--- config.mk ---
export PLATFORM = sky130hd
export DESIGN_NAME = tw_page_master
export DESIGN_NICKNAME = d
export VERILOG_FILES = /design/src/rtl/twb_pkg.sv /design/src/rtl/twb_addr_map.sv /design/src/rtl/twb_half_timer.sv /design/src/rtl/tw_page_master.sv
export SDC_FILE = /design/constraint.sdc
export NUM_CORES = 1
export LEC_CHECK = 0
export BUFFER_PORTS_ARGS = -buffer_cell sky130_fd_sc_hd__buf_2
export CORE_UTILIZATION = 45
export DETAILED_ROUTE_END_ITERATION = 12
export PLACE_DENSITY = 0.62
export SLEW_MARGIN = 0
export SYNTH_ARGS = -nofsm -noshare
export SYNTH_HDL_FRONTEND = slang
export SYNTH_SLANG_ARGS = --single-unit
--- constraint.sdc ---
create_clock -name clk -period 2.5 [get_ports clk]
set_input_delay 0.5 -clock clk [delete_from_list [all_inputs] [get_ports clk]]
set_output_delay 0.5 -clock clk [all_outputs]
set_load 0.03 [all_outputs]
--- src/rtl/twb_pkg.sv ---
package twb_pkg;

  typedef enum logic [2:0] {
    ST_IDLE,
    ST_START,
    ST_BLO,
    ST_BHI,
    ST_GAP,
    ST_RLO,
    ST_RHI
  } st_e;

  // capacitor code mirror: low band folds from 255, upper band from 191
  function automatic logic [7:0] cap_code(input logic [7:0] v);
    return (v < 8'd64) ? (8'd255 - v) : (8'd191 - v);
  endfunction

  function automatic logic [7:0] force_ones(input logic [7:0] v, input logic [7:0] m);
    return v | m;
  endfunction

endpackage

--- src/rtl/twb_addr_map.sv ---
module twb_addr_map #(
  parameter logic [7:0] PAGE_BASE  = 8'h10,
  parameter logic [7:0] PAGE1_CODE = 8'h01,
  parameter logic [7:0] PAGE2_CODE = 8'h02,
  parameter logic [7:0] CAP_ADDR   = 8'h07,
  parameter logic [7:0] FORCE_ADDR = 8'h16,
  parameter logic [7:0] FORCE_MASK = 8'h13
) (
  input  logic [7:0] log_addr,
  input  logic [7:0] log_data,
  output logic [7:0] page_code,
  output logic [7:0] phys_addr,
  output logic [7:0] tx_data
);
  logic upper;
  assign upper     = (log_addr >= PAGE_BASE);
  assign page_code = upper ? PAGE2_CODE : PAGE1_CODE;
  assign phys_addr = upper ? (log_addr - PAGE_BASE) : log_addr;

  always_comb begin
    if (log_addr == CAP_ADDR)        tx_data = twb_pkg::cap_code(log_data);
    else if (log_addr == FORCE_ADDR) tx_data = twb_pkg::force_ones(log_data, FORCE_MASK);
    else                             tx_data = log_data;
  end
endmodule

--- src/rtl/twb_half_timer.sv ---
module twb_half_timer #(
  parameter int BIT_DLY = 4
) (
  input  logic clk,
  input  logic rst_n,
  input  logic clear,
  output logic expired
);
  localparam int CW = (BIT_DLY < 2) ? 1 : $clog2(BIT_DLY);
  localparam logic [CW-1:0] LAST = CW'(BIT_DLY - 1);

  logic [CW-1:0] cnt;

  assign expired = (cnt == LAST);

  always_ff @(posedge clk or negedge rst_n) begin
    if (!rst_n)     cnt <= '0;
    else if (clear) cnt <= '0;
    else            cnt <= cnt + 1'b1;
  end

  // the counter never runs past the programmed half period
  p_cnt_bound_r8: assert property (@(posedge clk) disable iff (!rst_n)
    cnt <= LAST);
endmodule

--- src/rtl/tw_page_master.sv ---
module tw_page_master #(
  parameter int         BIT_DLY    = 4,
  parameter logic [7:0] PAGE_BASE  = 8'h10,
  parameter logic [7:0] PAGE1_CODE = 8'h01,
  parameter logic [7:0] PAGE2_CODE = 8'h02,
  parameter logic [7:0] PSEL_ADDR  = 8'h01,
  parameter logic [7:0] CAP_ADDR   = 8'h07,
  parameter logic [7:0] FORCE_ADDR = 8'h16,
  parameter logic [7:0] FORCE_MASK = 8'h13
) (
  input  logic       clk,
  input  logic       rst_n,
  input  logic       cmd_valid,
  output logic       cmd_ready,
  input  logic       cmd_write,
  input  logic [7:0] cmd_addr,
  input  logic [7:0] cmd_wdata,
  output logic       rsp_valid,
  output logic [7:0] rsp_rdata,
  output logic       bus_clk,
  output logic       bus_dir,
  output logic       bus_data_oe,
  output logic       bus_data_o,
  input  logic       bus_data_i
);
  import twb_pkg::*;

  localparam int         FW       = 16;
  localparam logic [3:0] LAST_WR  = 4'd15;
  localparam logic [3:0] LAST_ADR = 4'd7;

  st_e        state;
  logic [7:0] req_addr, req_data;
  logic       req_write;
  logic       in_page_xfer;
  logic       cache_valid;
  logic [7:0] cache_page;
  logic [FW-1:0] sh;
  logic [3:0] bitcnt, last_bit;
  logic [7:0] rd_sh;

  // named internal events for the checks
  logic tick, accept, frame_done, page_xfer_done, rd_sample, rd_done, need_switch;

  logic [7:0] map_addr, map_data, pg_code, ph_addr, tx_data;

  assign map_addr = (state == ST_IDLE) ? cmd_addr  : req_addr;
  assign map_data = (state == ST_IDLE) ? cmd_wdata : req_data;

  twb_addr_map #(
    .PAGE_BASE(PAGE_BASE), .PAGE1_CODE(PAGE1_CODE), .PAGE2_CODE(PAGE2_CODE),
    .CAP_ADDR(CAP_ADDR), .FORCE_ADDR(FORCE_ADDR), .FORCE_MASK(FORCE_MASK)
  ) u_map (
    .log_addr (map_addr),
    .log_data (map_data),
    .page_code(pg_code),
    .phys_addr(ph_addr),
    .tx_data  (tx_data)
  );

  logic tmr_exp;
  twb_half_timer #(.BIT_DLY(BIT_DLY)) u_tmr (
    .clk    (clk),
    .rst_n  (rst_n),
    .clear  (state == ST_IDLE || tick),
    .expired(tmr_exp)
  );

  assign tick           = tmr_exp && (state != ST_IDLE);
  assign cmd_ready      = (state == ST_IDLE);
  assign accept         = cmd_valid && cmd_ready;
  assign need_switch    = !cache_valid || (cache_page != pg_code);
  assign frame_done     = tick && (state == ST_BHI) && (bitcnt == last_bit);
  assign page_xfer_done = frame_done && in_page_xfer;
  assign rd_sample      = tick && (state == ST_RLO);
  assign rd_done        = tick && (state == ST_RHI) && (bitcnt == 4'd7);

  // bus outputs decoded from the state register
  assign bus_clk     = !(state == ST_BLO || state == ST_RLO);
  assign bus_dir     = (state == ST_START || state == ST_BLO || state == ST_BHI);
  assign bus_data_oe = bus_dir;
  assign bus_data_o  = bus_dir & sh[0];

  always_ff @(posedge clk or negedge rst_n) begin
    if (!rst_n) begin
      state        <= ST_IDLE;
      req_addr     <= '0;
      req_data     <= '0;
      req_write    <= 1'b0;
      in_page_xfer <= 1'b0;
      cache_valid  <= 1'b0;
      cache_page   <= '0;
      sh           <= '0;
      bitcnt       <= '0;
      last_bit     <= '0;
      rd_sh        <= '0;
      rsp_valid    <= 1'b0;
      rsp_rdata    <= '0;
    end else begin
      rsp_valid <= 1'b0;
      unique case (state)
        ST_IDLE: if (accept) begin
          req_addr  <= cmd_addr;
          req_data  <= cmd_wdata;
          req_write <= cmd_write;
          bitcnt    <= '0;
          state     <= ST_START;
          if (need_switch) begin
            in_page_xfer <= 1'b1;
            sh           <= {PSEL_ADDR, pg_code};
            last_bit     <= LAST_WR;
            cache_page   <= pg_code;
          end else begin
            in_page_xfer <= 1'b0;
            sh           <= cmd_write ? {ph_addr, tx_data} : {8'h00, ph_addr};
            last_bit     <= cmd_write ? LAST_WR : LAST_ADR;
          end
        end
        ST_START: if (tick) state <= ST_BLO;
        ST_BLO:   if (tick) state <= ST_BHI;
        ST_BHI: if (tick) begin
          sh     <= sh >> 1;
          bitcnt <= bitcnt + 1'b1;
          if (bitcnt != last_bit)  state <= ST_BLO;
          else if (in_page_xfer) begin
            cache_valid <= 1'b1;
            state       <= ST_GAP;
          end else if (!req_write) begin
            bitcnt <= '0;
            state  <= ST_RLO;
          end else state <= ST_IDLE;
        end
        ST_GAP: if (tick) begin
          in_page_xfer <= 1'b0;
          bitcnt       <= '0;
          sh           <= req_write ? {ph_addr, tx_data} : {8'h00, ph_addr};
          last_bit     <= req_write ? LAST_WR : LAST_ADR;
          state        <= ST_START;
        end
        ST_RLO: if (tick) begin
          rd_sh[bitcnt[2:0]] <= bus_data_i;
          state              <= ST_RHI;
        end
        ST_RHI: if (tick) begin
          bitcnt <= bitcnt + 1'b1;
          if (bitcnt == 4'd7) begin
            rsp_valid <= 1'b1;
            rsp_rdata <= rd_sh;
            state     <= ST_IDLE;
          end else state <= ST_RLO;
        end
        default: state <= ST_IDLE;
      endcase
    end
  end

  // whenever a command can be taken the bus rests in its idle levels
  p_idle_levels_r1: assert property (@(posedge clk) disable iff (!rst_n)
    cmd_ready |-> (bus_clk && !bus_dir && !bus_data_oe));

  // data only moves while the bus clock is low
  p_data_hold_r2: assert property (@(posedge clk) disable iff (!rst_n)
    (bus_dir && bus_clk && $past(bus_dir) && $past(bus_clk)) |-> $stable(bus_data_o));

  // a finished page-select transfer leaves a valid cache
  p_cache_set_r4: assert property (@(posedge clk) disable iff (!rst_n)
    page_xfer_done |=> cache_valid);

  // read response is a single-cycle pulse, sampling happens with the line released
  p_rsp_pulse_r7: assert property (@(posedge clk) disable iff (!rst_n)
    rsp_valid |=> !rsp_valid);
  p_rd_released_r7: assert property (@(posedge clk) disable iff (!rst_n)
    rd_sample |-> (!bus_data_oe && !bus_clk));

  // no new command while a write phase is on the wire
  p_busy_r8: assert property (@(posedge clk) disable iff (!rst_n)
    bus_dir |-> !cmd_ready);

  // driver enable tracks the direction line
  p_oe_dir_r9: assert property (@(posedge clk) disable iff (!rst_n)
    bus_data_oe == bus_dir);

endmodule

## Word level (Yosys, flattened, before mapping)

Index checks and enable logic that the tools add are counted.

- Memories: 0
- Latch bits: 0
- Register bits after elaboration: 73
- Memory bits (writable): 0
- Memory bits (read-only): 0
- Word-level logic and storage cells: 119
- Bits of input ports: 21

- Order comparisons: 4
- Bitwise gates (word level): 2
- Equality and inequality tests: 19
- $add $sub $neg: 5
- Shift operators: 0
- Reductions and logical operators: 24
- Divide/modulo/power cells: 0
- Multiplexer cells: 51
- Multiply operators: 0

Operator list:

| kind | number |
|---|---|
| 2-to-1 mux 16 bit | 6 |
| 2-to-1 mux 4 bit | 12 |
| case mux 16 bit (3 select lines) | 1 |
| 2-to-1 mux 8 bit | 5 |
| 2-to-1 mux 3 bit | 11 |
| case mux 3 bit (7 select lines) | 1 |
| case mux 4 bit (4 select lines) | 1 |
| subtractor 8 bit, first input constant | 2 |
| inequality test 2 bit, second input constant | 6 |
| equality test 3 bit, second input constant | 3 |
| AND reduction 3 bit | 3 |
| bitwise mux 8 bit | 1 |
| equality test 8 x 3 -> 1 bit, second input constant | 1 |
| equality test 8 x 5 -> 1 bit, second input constant | 1 |
| greater-or-equal comparator 8 x 5 -> 1 bit, second input constant | 1 |
| less-than comparator 8 x 7 -> 1 bit, second input constant | 1 |
| inequality test 8 bit | 1 |
| case mux 4 bit (2 select lines) | 1 |
| AND reduction 4 bit | 2 |
| subtractor 8 x 5 -> 8 bit, second input constant | 1 |
| 2-to-1 mux 1 bit | 7 |
| AND reduction 7 bit | 1 |
| equality test 3 x 2 -> 1 bit, second input constant | 2 |
| nonzero test 3 bit | 2 |
| 23 further kinds | 32 |

## Depth between registers and ports, before layout

Gate-level depths: netlist (run 1).

- Word-level depth: 9
- Mapped depth: 9
- Depth with buffers taken out: 7

## Hierarchy

From an unflattened synthesis (run 1), not the netlist that was laid out.

- Cells, all modules: 401
- Area total of the unflattened synthesis: 4,250.3 um^2

Modules (own cells, without submodules):

| module | area each (um^2) | seq. area each (um^2) | times used | cells each |
|---|---|---|---|---|
| tw_page_master | 3,758.6 | 1,726.7 | 1 | 342 |
| twb_addr_map | 419.2 | 0.0 | 1 | 54 |
| twb_half_timer | 72.6 | 50.0 | 1 | 5 |

## Least setup slack after synthesis (run 1)

Ideal clock, no wire load.

- Kind: reg-to-output
- From: reg state[1]
- To: out bus_data_o
- Stages on the path, launching flop included: 5
- Setup slack: 192 ps
- Arrival: 1,808 ps
- Path buffers: 1
- Cell sequence: dfrtp_1 > clkbuf_1 > or2_2 > nor2b_1 > and2_1

- Word-level cells in the longest chain between the ends: 4
- Elaborated cells between the ends (all ways): 6

Ends and longest elaborated chain:

| element | line | source |
|---|---|---|
| from (decl) | tw_page_master.sv:32 | `st_e state;` |
| from (signal assigned) | tw_page_master.sv:86 | `state <= ST_IDLE;` |
| from (signal assigned) | tw_page_master.sv:107 | `state <= ST_START;` |
| from (signal assigned) | tw_page_master.sv:119 | `ST_START: if (tick) state <= ST_BLO;` |
| equality test 3 x 1 -> 1 bit or equality test 3 x 2 -> 1 bit (tied branches) | tw_page_master.sv:80 | `assign bus_dir = (state == ST_START \|\| state == ST_BLO \|\| state == ST_BHI);` |
| logical OR 1 bit | tw_page_master.sv:80 |  |
| logical OR 1 bit * | tw_page_master.sv:80 |  |
| net bus_data_oe | tw_page_master.sv:22 | `output logic bus_data_oe,` |
| bitwise AND 1 bit * | tw_page_master.sv:82 | `assign bus_data_o = bus_dir & sh[0];` |
| to (decl) | tw_page_master.sv:23 | `output logic bus_data_o,` |

The timed path passes the listed nets; every way through them passes the cells marked *.

## Final worst setup path (run 1)

- From: reg state[1]
- To: out bus_data_o

- Word-level cells in the longest chain between the ends: 4
- Elaborated cells between the ends (all ways): 6

Ends and longest elaborated chain:

| element | line |
|---|---|
| equality test 3 x 1 -> 1 bit or equality test 3 x 2 -> 1 bit (tied branches) | tw_page_master.sv:80 |
| logical OR 1 bit | tw_page_master.sv:80 |
| logical OR 1 bit * | tw_page_master.sv:80 |
| bitwise AND 1 bit * | tw_page_master.sv:82 |

Mark *: on every way between the ends. The rest lies on a longest branch, timed or not.

==> results by group, run 1 <==
Status
  – Status: completed

Finish
  – Fillers: 711
  – Antenna Cells: 0
  – Final Util: 0.5409
  – Share of cells above drive strength 1: 0.2988
  – Nets: 444
  – Synth-to-layout area growth: 13.97%

Worst setup path
  – Crit Path Category: flop to output port
  – Worst r2r src: state[1]$_DFFE_PN0P_
  – CP cell instances: buf_4 > buf_4 > or2_2 > nor2b_1 > and2_1 > buf_2
  – Crit path from: state[1]$_DFFE_PN0P_
  – Critical path peak fanout: 11
  – Crit path launch type: flop
  – Crit path DAT: 1.89 ns
  – CP Capture Type: output port
  – WP depth: 6
  – Most used cell, CP: buf_4
  – RR Endpoint: sh[7]$_DFFE_PN0P_
  – Crit-path slowest cell: dfrtp_1
  – Worst path max stage delay: 0.41 ns
  – FF-to-FF path depth: 7
  – R2r setup slk: roughly 0.15 ns
  – Cell family with most CP delay: simple AND/OR/NAND/NOR gates
  – CP bufs+invs: 3
  – Worst Path Required: 2.00 ns

Clock tree
  – CTS max path bufs: 2
  – CTS tree: yes
  – Root Buffer: clkbuf_8
  – Sink Count: 65
  – H-Tree Depth: 3
  – Worst skew pair latency: about 0.34 ns
  – Hold buffers post-CTS: 0
  – Num CTS Buffers: 9
  – Clock slew at reported path FFs: approximately 0.08 ns

Yosys
  – FF+latch count, synth: 65
  – Fraction of registers with async set/reset: 1.000
  – Ys Warns: 0
  – Gate count of the mapped netlist: 379
  – Sequential share of the synthesized area: 0.4345
  – Post-synth EDFFs: 0
  – Library cells used by synthesis: 54
  – Area of the mapped netlist: 3744 um2
  – Syn Area/Cell: 9.878 um2
  – Post-synth top flop: dfrtp_1
  – Synth Net Count: 403

Global routing
  – First-pass GRT wire length: about 14000 um
  – Largest net degree at the start of global routing: 38
  – Antenna violations before repair: 0
  – All-Layer GR Usage: 0.2173
  – Number of global-route vias before repair: 2866
  – Aggregate global routing overflow: 0

Floorplan
  – Die area: 8688 um2
  – Die height: 93.21 um
  – # rows: 32
  – Starting Density: 0.4746
  – Core ar.: between 7000 and 8000 um2
  – Total I/O pin count: 35
  – Die Wd: about 93 um

Placed design
  – Routability Congestion: between 0.9 and 1
  – Hpwl dp: around 6300 um
  – Port Buffers: 34
  – DP Worst Slack: 0.1069 ns

Route
  – DRC errors left: 0
  – TritonRoute pass-1 iters: 5
  – DR iter-0 viols: 249
  – DR WL/cell: 16.57 um
  – DRT antenna net count: 0
  – Routed WL: around 8700 um
  – Vias per cell: 5.848
  – Via count: ~3100

STA
  – Sum Neg Setup Slack: 0 ns
  – Max transition margin: 0.2986
  – Final Hold Slack: 0.1978 ns
  – Setup ws final: 0.1131 ns
  – Hold Vio Cnt, Final: 0
  – Worst-Margin Slew: 1.052 ns
  – Final Setup Violations: 0
  – RSZ-0062 raised after global routing: no
  – Final Critical Period: between 2 and 2.5 ns
  – Slew Viols, Final: 0
  – Tcrit/Tclk final: 0.9548
  – Worst Skew: around 0.014 ns
  – Peak Freq: 0.4190 GHz

Power and ir drop
  – Max IR drop VDD: 0.2817 mV
  – Leak: approximately 0.0019 uW
  – Total power: 2056 uW
  – Pwr Density: a little under 500 nW/um2

Worst hold path
  – Hold crit path type: input port to async pin

Run
  – Max-Cap Viols: 0
cells by family after synthesis:
group                    after synthesis  share of synthesized area
AO/OA/AOI/OAI                         99                     0.1601
flip-flops                            65                     0.4345
adder cells (fa/ha/maj)                3                    0.01003
XOR/XNOR                               6                    0.01404
AND/OR/NAND/NOR                      124                     0.1805
buffers and inverters                 25                    0.03275
multiplexers                          57                     0.1681
repair_timing:
item	4_1_cts	5_1_grt
setup buffers	0	2
endpoints found under the setup margin	0	9
gates resized for setup	0	1
per-layer routing:
metal | vias up | track usage | wire, um
met2 | 111 | 0.2947 | 3689
met1 | 1483 | 0.3365 | 4376
li1 | 1474 | - | -
met4 | 0 | 0.07308 | 125
met5 | - | 0 | 0
met3 | 14 | 0.04878 | 538
Yosys cell counts (2+ instances only):
cell type	count	area share
a31oi_1	7	0.012
nor4_1	2	0.0033
o22a_1	2	0.0047
nand3_1	6	0.0080
o21a_1	3	0.0060
a22oi_1	2	0.0040
buf_6	2	0.0060
nor2_1	34	0.034
o211ai_1	3	0.0060
nor3_1	14	0.019
nor3b_1	4	0.0080
clkbuf_1	13	0.013
mux2i_1	12	0.032
nand2b_1	6	0.010
nor2b_1	5	0.0084
o21ai_0	32	0.043
nand2_1	25	0.025
mux2_2	44	0.13
a221oi_1	3	0.0070
and3b_1	2	0.0047
o221ai_1	3	0.0070
ha_1	3	0.010
nand3b_1	7	0.014
buf_2	8	0.011
a21o_1	2	0.0040
a21oi_1	30	0.040
dfrtp_1	65	0.43
xnor2_1	6	0.014
and4_1	3	0.0070
o31ai_1	2	0.0040
or2_2	5	0.0084
and2_1	2	0.0033
how the worst max path moves through the flow:
stage / endpoint / slack [ns]
after CTS: bus_data_o / 0.08
after global placement: sh[4]$_DFFE_PN0P_ / 0.14
after global routing: sh[0]$_DFFE_PN0P_ / 0.006
after floorplan: bus_data_o / 0.19
after detailed placement: sh[4]$_DFFE_PN0P_ / 0.11
final: bus_data_o / 0.11
cell usage in the layout (no fill, tap or decap), types with 4 or more instances in the layout:
| cell type | instances |
|---|---|
| buf_2 | 34 |
| nor3_1 | 14 |
| xnor2_1 | 6 |
| nand2b_1 | 6 |
| nand3b_1 | 7 |
| dfrtp_1 | 65 |
| nor3b_1 | 4 |
| buf_4 | 19 |
| nor2b_1 | 5 |
| or2_2 | 5 |
| nor2_1 | 34 |
| nand2_1 | 25 |
| mux2_2 | 44 |
| nand3_1 | 6 |
| o21ai_0 | 32 |
| a31oi_1 | 7 |
| clkbuf_8 | 9 |
| a21oi_1 | 30 |
| mux2i_1 | 11 |
state kept, by name (all words and copies together), names as in the netlist:
register      flops
req_data          8
state             3
rsp_valid         1
u_tmr.cnt         2
in_page_xfer      1
rsp_rdata         8
req_write         1
rd_sh             8
bitcnt            4
cache_valid       1
req_addr          8
cache_page        2
sh               16
last_bit          2
layout make-up:
type	instances	area, um2	area share
multi-input combinational	289	1998	0.4683
sequential	65	1627	0.3812
timing repair buffer	54	332.8	0.07801
tap	102	127.6	0.02991
clock buffer	9	123.9	0.02903
clock inverter	7	53.80	0.01261
inverter	1	3.754	0.0008798
power by group:
part	internal, uW	switching [uW]	leakage, uW	total (uW)
combinational	63.8	88.8	0.000965	153
sequential	1070	18.5	0.000825	1090
clock	368	444	0.0000939	812
total	1510	551	0.00188	2060
per-stage QoR:
stage / instance area, um2 / std cells
finish: 4267 / 527
global route: 4267 / 527
CTS: 4248 / 525
detailed placement: 4070 / 509
global placement: 4070 / 509
floorplan: 3744 / 379
Note: power is estimated with default switching activity, not from simulation.
==> run 2, diff against run 1 <==
Settings changed: CORE_MARGIN from default to 3, MAX_ROUTING_LAYER from default to met4.
Clock period 2.5 ns to 2.6 ns, I/O delays scaled along.
==> run 2 against run 1 <==
Via count fell by 2.6%; non-clock buffer count down 3; first-iteration DRC count up 2.8%; clock-buffer cell count is the same; final cell count is 0.57% lower; largest power group unchanged; clock power decreased by 2.5%; cell area is 0.85% lower; highest routed layer unchanged.
==> results by group, run 2 (same netlist as run 1, synthesis figures left out) <==
Floorplan
  – Die height: 97.21 um (+4.3%)
  – Starting Density: 0.4746 (unchanged)
  – Core ar.: 7888 um2 (unchanged)
  – Total I/O pin count: 35 (unchanged)
  – # rows: 32 (unchanged)
  – Die area: 9450 um2 (+8.8%)
  – Die Wd: 97.21 um (+4.3%)

Global routing
  – Antenna violations before repair: 0 (unchanged)
  – All-Layer GR Usage: 0.2011 (-0.01619)
  – First-pass GRT wire length: 14900 um (+3.1%)
  – Number of global-route vias before repair: 2882 (+0.56%)
  – Largest net degree at the start of global routing: 25 (-34%)
  – Aggregate global routing overflow: 0 (unchanged)

STA
  – Max transition margin: 0.3260 (+0.02731)
  – Worst Skew: 0.01536 ns (+0.001821 ns)
  – Final Hold Slack: 0.1583 ns (-0.03949 ns)
  – Tcrit/Tclk final: 0.9125
  – Setup ws final: 0.2275 ns (+0.1144 ns)
  – Sum Neg Setup Slack: 0 ns (unchanged)
  – Final Critical Period: 2.373 ns
  – Final Setup Violations: 0 (unchanged)
  – Peak Freq: 0.4215 GHz
  – Worst-Margin Slew: 1.011 ns (-0.04097 ns)
  – Slew Viols, Final: 0 (unchanged)
  – Hold Vio Cnt, Final: 0 (unchanged)
  – RSZ-0062 raised after global routing: no

Placed design
  – DP Worst Slack: 0.1819 ns (+0.07496 ns)
  – Hpwl dp: 6593 um (+4.7%)
  – Routability Congestion: 0.9600 (-2.5%)
  – Port Buffers: 34 (unchanged)

Route
  – Via count: 3001 (-2.6%)
  – DRC errors left: 0 (unchanged)
  – TritonRoute pass-1 iters: 4 (-1)
  – Vias per cell: 5.727 (-2.1%)
  – Routed WL: 8914 um (+2.1%)
  – DRT antenna net count: 0 (unchanged)
  – DR WL/cell: 17.01 um (+2.7%)
  – DR iter-0 viols: 256 (+2.8%)

Finish
  – Fillers: 723 (+1.7%)
  – Max FFs per register: 16 (unchanged)
  – Nets: 441 (-0.68%)
  – Leading cell type in the layout, fill and taps excluded: dfrtp_1
  – Commonest cells after routing, fill and taps aside: dfrtp_1, mux2_2, nor2_1, buf_2, o21ai_0
  – Antenna Cells: 0 (unchanged)
  – Largest Register: sh
  – Synth-to-layout area growth: 13.00%
  – Share of cells above drive strength 1: 0.2962 (-0.002615)

Worst setup path
  – CP Capture Type: output port
  – Crit path launch type: flop
  – Worst Path Required: 2.08 ns (+0.08 ns)
  – Crit Path Category: flop to output port
  – FF-to-FF path depth: 7 (unchanged)
  – Crit path DAT: 1.85 ns (-0.04 ns)
  – Critical path peak fanout: 12 (+1)

Clock tree
  – Num CTS Buffers: 9 (unchanged)
  – Sink Count: 65 (unchanged)
  – CTS tree: yes
  – H-Tree Depth: 3 (unchanged)
  – CTS max path bufs: 2 (unchanged)
  – Post-CTS setup buffer count: 0 (unchanged)
  – Root Buffer: clkbuf_8
  – Clock slew at reported path FFs: 0.08 ns (about the same)
  – Worst skew pair latency: 0.35 ns (about the same)

Power and ir drop
  – Leak: 0.001852 uW (-1.7%)
  – Seq pwr share: 0.529 (-0.002)
  – Part of the power in combinational logic: 0.073 (about the same)
  – Internal power: 1446 uW (-3.9%)
  – Clock power share: 0.398 (+0.003)
  – Total power: 1988 uW (-3.3%)
  – Sw frac: 0.2724 (+0.004425)
  – Sw power: 541.6 uW (-1.7%)
  – Pwr Density: 469.9 nW/um2 (-2.5%)
  – Max IR drop VDD: 0.3251 mV (+15%)

Run
  – Max-Cap Viols: 0 (unchanged)

Status
  – Status: completed

Worst hold path
  – Hold crit path type: input port to async pin
[run 2: final cells by class]
cell class / count / area (um2) / area share
multi-input combinational: 289 / 1998 / 0.4723
sequential: 65 / 1627 / 0.3845
timing repair buffer: 51 / 297.8 / 0.07039
tap: 102 / 127.6 / 0.03017
clock buffer: 9 / 123.9 / 0.02928
clock inverter: 7 / 52.55 / 0.01242
inverter: 1 / 3.754 / 0.0008873
[run 2: path summary, 6_finish.rpt]
kind                                         from                   endpoint  slack [ns]
max in group asynchronous                   rst_n  cache_page[0]$_DFFE_PN0P_        1.72
setup reg to reg             state[0]$_DFFE_PN0P_          sh[4]$_DFFE_PN0P_        0.25
setup / recovery             state[0]$_DFFE_PN0P_                 bus_data_o        0.23
hold / removal                              rst_n         sh[14]$_DFFE_PN0P_        0.16
min in group clk                      cmd_addr[3]    req_addr[3]$_DFFE_PN0P_        0.42
hold reg to reg            u_tmr.cnt[0]$_DFF_PN0_     u_tmr.cnt[0]$_DFF_PN0_        0.45
[run 2: stage by stage]
step                        util  std cells  cell area (um2)
after floorplan                -        379             3744
after global placement    0.5135        508             4050
after detailed placement  0.5135        508             4050
after CTS                 0.5359        524             4227
after global routing      0.5363        524             4230
final                     0.5363        524             4230
[run 2: timing repair]
action,CTS,global route
hold buffers,0,0
resized for setup,0,2
setup endpoints to repair,0,1
[run 2: power by group through the flow]
stage	clock network, uW	logic (uW)	registers (uW)
after floorplan	0	74.1	1060
after global placement	0	143	1070
after detailed placement	0	144	1070
after CTS	812	145	1050
after global routing	858	163	1050
final	792	145	1050
[run 2: per-layer routing]
layer	global-route usage	vias up	wire length [um]
met1	0.2954	1445	4500
met5	-	-	0
li1	-	1468	-
met4	0.05325	0	85
met3	0.04020	7	468
met2	0.2845	81	3860
[run 2: worst max-delay path, cell delays in order (launching register included)]
cell     delay (ns)
dfrtp_1        0.48
buf_4          0.22
or2_2          0.31
nor2b_1        0.16
and2_1         0.16
buf_2          0.17
